$ cat src/rtl/adc_model_pkg.sv
package adc_model_pkg;
  localparam int CFG_W  = 16;
  localparam int NUM_CH = 8;
  localparam int CH_W   = $clog2(NUM_CH);
  localparam int CHF_HI = 15;  // channel field [15:12]
  localparam int PWR_LO = 8;   // power field [9:8]

  typedef enum logic [1:0] {
    PWR_ON    = 2'd0,
    PWR_SLEEP = 2'd1,
    PWR_NAP   = 2'd2,
    PWR_RSV   = 2'd3
  } pwr_e;

  typedef struct packed {
    logic [3:0] chf;
    pwr_e       pwr;
  } sel_t;

  localparam sel_t SEL_RST = '{chf: 4'b1000, pwr: PWR_ON};

  function automatic logic [CH_W-1:0] pos_idx(input logic [3:0] chf);
    return {chf[1:0], chf[2]};
  endfunction

  function automatic logic [CH_W-1:0] neg_idx(input logic [3:0] chf);
    return {chf[1:0], ~chf[2]};
  endfunction
endpackage

$ cat src/rtl/adc_conv_core.sv
module adc_conv_core
  import adc_model_pkg::*;
#(
  parameter int DATA_W   = 16,
  parameter int CONV_CLK = 400
) (
  input  logic              clk_i,
  input  logic              rst_ni,
  input  logic              start_i,
  input  logic              sel_vld_i,
  input  sel_t              sel_i,
  input  logic              wr_en_i,
  input  logic [CH_W-1:0]   wr_ch_i,
  input  logic [DATA_W-1:0] wr_data_i,
  output logic              busy_o,
  output logic              done_o,
  output logic [DATA_W-1:0] hold_o,
  output logic [DATA_W-1:0] result_o
);
  localparam int CW = $clog2(CONV_CLK + 1);

  logic [DATA_W-1:0] bank [NUM_CH];
  sel_t              sel_q;
  logic [CW-1:0]     cnt;
  logic [DATA_W-1:0] sample;
  logic              start_ok;

  always_ff @(posedge clk_i or negedge rst_ni) begin
    if (!rst_ni) begin
      for (int i = 0; i < NUM_CH; i++) bank[i] <= '0;
    end else if (wr_en_i) begin
      bank[wr_ch_i] <= wr_data_i;
    end
  end

  always_comb begin
    sample = bank[pos_idx(sel_q.chf)];
    if (!sel_q.chf[3]) sample = bank[pos_idx(sel_q.chf)] - bank[neg_idx(sel_q.chf)];
  end

  assign start_ok = start_i && !busy_o && (sel_q.pwr == PWR_ON);
  assign done_o   = busy_o && (cnt == '0);

  always_ff @(posedge clk_i or negedge rst_ni) begin
    if (!rst_ni) begin
      sel_q    <= SEL_RST;
      busy_o   <= 1'b0;
      cnt      <= '0;
      hold_o   <= '0;
      result_o <= '0;
    end else begin
      if (sel_vld_i) sel_q <= sel_i;
      if (start_ok) begin
        busy_o <= 1'b1;
        cnt    <= CW'(CONV_CLK - 1);
        hold_o <= sample;
      end else if (busy_o) begin
        if (done_o) begin
          busy_o   <= 1'b0;
          result_o <= hold_o;
        end else begin
          cnt <= cnt - 1'b1;
        end
      end
    end
  end
endmodule

$ cat config.mk
export PLATFORM = sky130hd
export DESIGN_NAME = adc_conv_core
export DESIGN_NICKNAME = d
export VERILOG_FILES = /design/src/rtl/adc_model_pkg.sv /design/src/rtl/adc_conv_core.sv
export SDC_FILE = /design/constraint.sdc
export NUM_CORES = 1
export LEC_CHECK = 0
export ABC_AREA = 1
export BUFFER_PORTS_ARGS = -buffer_cell sky130_fd_sc_hd__buf_2
export CELL_PAD_IN_SITES_DETAIL_PLACEMENT = 1
export CELL_PAD_IN_SITES_GLOBAL_PLACEMENT = 2
export CORE_MARGIN = 1.5
export CORE_UTILIZATION = 36
export CTS_CLUSTER_DIAMETER = 30
export DETAILED_ROUTE_END_ITERATION = 8
export PLACE_DENSITY_LB_ADDON = 0.1
export SLEW_MARGIN = 20
export SYNTH_ARGS = -nofsm -noshare
export SYNTH_HDL_FRONTEND = slang
export SYNTH_SLANG_ARGS = --single-unit
$ cat constraint.sdc
create_clock -name clk_i -period 3.6 [get_ports clk_i]
set_clock_uncertainty 0.1 [all_clocks]
set_input_delay 0.36 -clock clk_i [delete_from_list [all_inputs] [get_ports clk_i]]
set_output_delay 0.36 -clock clk_i [all_outputs]
set_load 0.01 [all_outputs]
==> out/results.tsv <==
metric	value	unit
synthArstFlopShare	100.0	%
synth_edf_count	0	
cellLeakagePower	0.005519	µW
worst-path-buf-inv	2	
synthTopCellsByCount	nand2_1, o21ai_0, dfrtp_1	
dp_hpwl	21200	µm
ant_nets	0	
avgRoutedWirePerCell	18.22	µm
nets	1420	
area_growth_syn_to_layout	12.95	%
worstSetupPathType	reg -> reg	
status	finished, final reports clean	
tns	0	ns
drt_first_iter_violations	506	
grt_pass1_vias	9124	
die_h	168.6	µm
antenna_found_initial	0	
synth_top_area_share	44.38	%
ys_types	39	
syn_avg_cell_area	7.336	µm²
io_buffers	63	
yosys_warnings	0	
dr.pass1.iters	4	
gp_congestion	0.8112	
cp-start-kind	register	
core	26950	µm²
maxCapViolations	0	
ir_drop	0.2564	mV
min_period_over_period	92.11	%
finalHoldViolCount	0	
slew_violations	0	
grt_pass1_wl	51430	µm
cts_setup_buffers	0	
wl	31440	µm
fp.dieW	168.6	µm
tightest_slew	0.6566	ns
synth_ff_type	dfrtp_1	
worst_ep_required_time	3.82	ns
max_stage_delay	0.58	ns
yosysSeqAreaShare	44.65	%
slowest_stage	dfrtp_4	
setup_viol	0	
fmax	301.6	MHz
drc	0	
cpLargestDelayFamily	simple AND/OR/NAND/NOR gates	
hp-class	in -> reg	
diodes	0	
ctsHtreeMaxLevel	4	
netlist_instances	1345	
netlist_top_cells_area	dfrtp_1, nand2_1, o21ai_0	
max_slew_margin	56.18	%
grt-ovfl-total	0	
vias_per_cell	5.200	
worstPathArrival	3.54	ns
clk_latency	0.44	ns
end_kind	register	
power.total	6115	µW
cts_num_sinks	176	
crit_path_max_fanout	24	
worstPathCellList	inv_2 -> buf_4 -> o21ai_0 -> o22ai_1 -> nand2_1 -> nand2_1 -> ha_1 -> nand2_1 -> nand2_1 -> nand2_1 -> nand2_1 -> a21oi_1 -> nand2_1 -> nand3_1 -> nand3_1 -> nand2_1 -> nand2_1	
row_count	60	
numCtsBuffers	17	
ioPinCount	64	
rsz0062_at_grt	false	
clockRootBuffer	clkbuf_16	
cts_tree	built	
die_area	28410	µm²
finalInstanceArea	11140	µm²
start_util	36.61	%
critPathMostFrequentCell	nand2_1	
cts.reportedPaths.clkPinSlew	0.07	ns
hold_slack	0.04163	ns
synth_most_common_cell	nand2_1	
grt_usage	23.17	%
synth-seq-cells	176	
drive_above_1_share	10.76	%
clk_path_buf_depth	2	
synth_area	9867	µm²
powerDensity	548.7	nW/µm²
grt_max_degree	92	
yosysTopAreaCell	dfrtp_1	
vias	8976	
period_needed	3.316	ns
synth_nets	1392	
place_area	10480	µm²
## through the flow
stage,cells,setup slack [ns],util (%)
2_1_floorplan,1345,0.8095,-
3_3_place_gp,1693,0.3189,38.90
3_5_place_dp,1693,0.1898,38.90
4_1_cts,1725,0.1705,41.21
5_1_grt,1726,0.0003060,41.35
6_report,1726,0.2841,41.35
## layout by cell type (no fill, tap or decap), types with 3 or more instances in the layout
| cell | n |
|---|---|
| o21ai_1 | 37 |
| nand2_2 | 5 |
| o21a_1 | 5 |
| buf_12 | 3 |
| buf_4 | 23 |
| a21oi_1 | 98 |
| inv_1 | 126 |
| clkbuf_16 | 18 |
| xor2_1 | 6 |
| bufinv_16 | 3 |
| o21ai_0 | 249 |
| nor2_1 | 58 |
| inv_2 | 5 |
| o21ai_2 | 4 |
| o22ai_1 | 4 |
| buf_2 | 62 |
| nand2_1 | 361 |
| nand3_1 | 66 |
| a31oi_1 | 5 |
| ha_1 | 16 |
| inv_6 | 7 |
| o211ai_1 | 16 |
| nor3_1 | 3 |
| dfrtp_1 | 173 |
## power by group
group | leakage (µW) | internal [µW] | total, µW | switching, µW
combinational | 0.00301 | 576 | 1650 | 1080
clock | 0.000297 | 1130 | 2010 | 880
sequential | 0.00221 | 2260 | 2450 | 197
## final cells by class
class	count	area, µm²
clock inverters	13	173.9
inverters	133	504.2
multi-input cells	953	4571
repair buffers	92	616.8
well taps	341	426.7
clock buffers	18	439.2
fillers	3378	15810
flip-flops and latches	176	4413
## path summary, 6_finish.rpt
kind                            cells after the start  slack (ns)     endpoint        start
worst max-delay path                               17        0.28   hold_o[15]     sel_q[2]
min in group asynchronous                           2        0.30       cnt[7]       rst_ni
max in group asynchronous                           3        2.23     bank[70]       rst_ni
worst min register to register                      2        0.36  result_o[6]  result_o[6]
worst min-delay path                                3        0.04     sel_q[2]     sel_i[2]
worst max register to register                     17        0.28   hold_o[15]     sel_q[2]
## worst register-to-register path: cells and delay by family, from the launching register on
family,cells,cell delay (ns)
and+or+nand+nor,11,1.14
buffers and inverters,2,0.65
DFF,1,0.58
AOI/OAI and AO/OA,3,0.43
adders and majority gates,1,0.32
## repair_timing
action,4_1_cts,5_1_grt
setup endpoints to repair,0,2
endpoints found under the hold margin,35,0
resized for setup,0,4
hold buffers,1,0
## routing by layer
metal	GRT usage (%)	vias up	wire length [µm]
met2	37.67	108	14410
met5	0	-	0
li1	-	4465	-
met3	2.174	21	606
met1	33.36	4382	16070
met4	5.512	0	357
## kinds of logic (layout without fill, tap and decap cells)
logic type / after synthesis / in the layout / share of synthesized area (%)
adder cells (fa/ha/maj): 17 / 17 / 2.232
buffers and inverters: 216 / 256 / 9.079
flip-flops: 176 / 176 / 44.65
AND/OR/NAND/NOR: 506 / 506 / 21.02
XOR/XNOR: 8 / 8 / 0.7101
AO/OA/AOI/OAI: 422 / 422 / 22.31
## sequential cells by signal, indices dropped and copies added, names as in the netlist
register,cells
bank,128
busy_o,1
cnt,9
hold_o,16
result_o,16
sel_q,6
(Power assumes the default switching activity.)
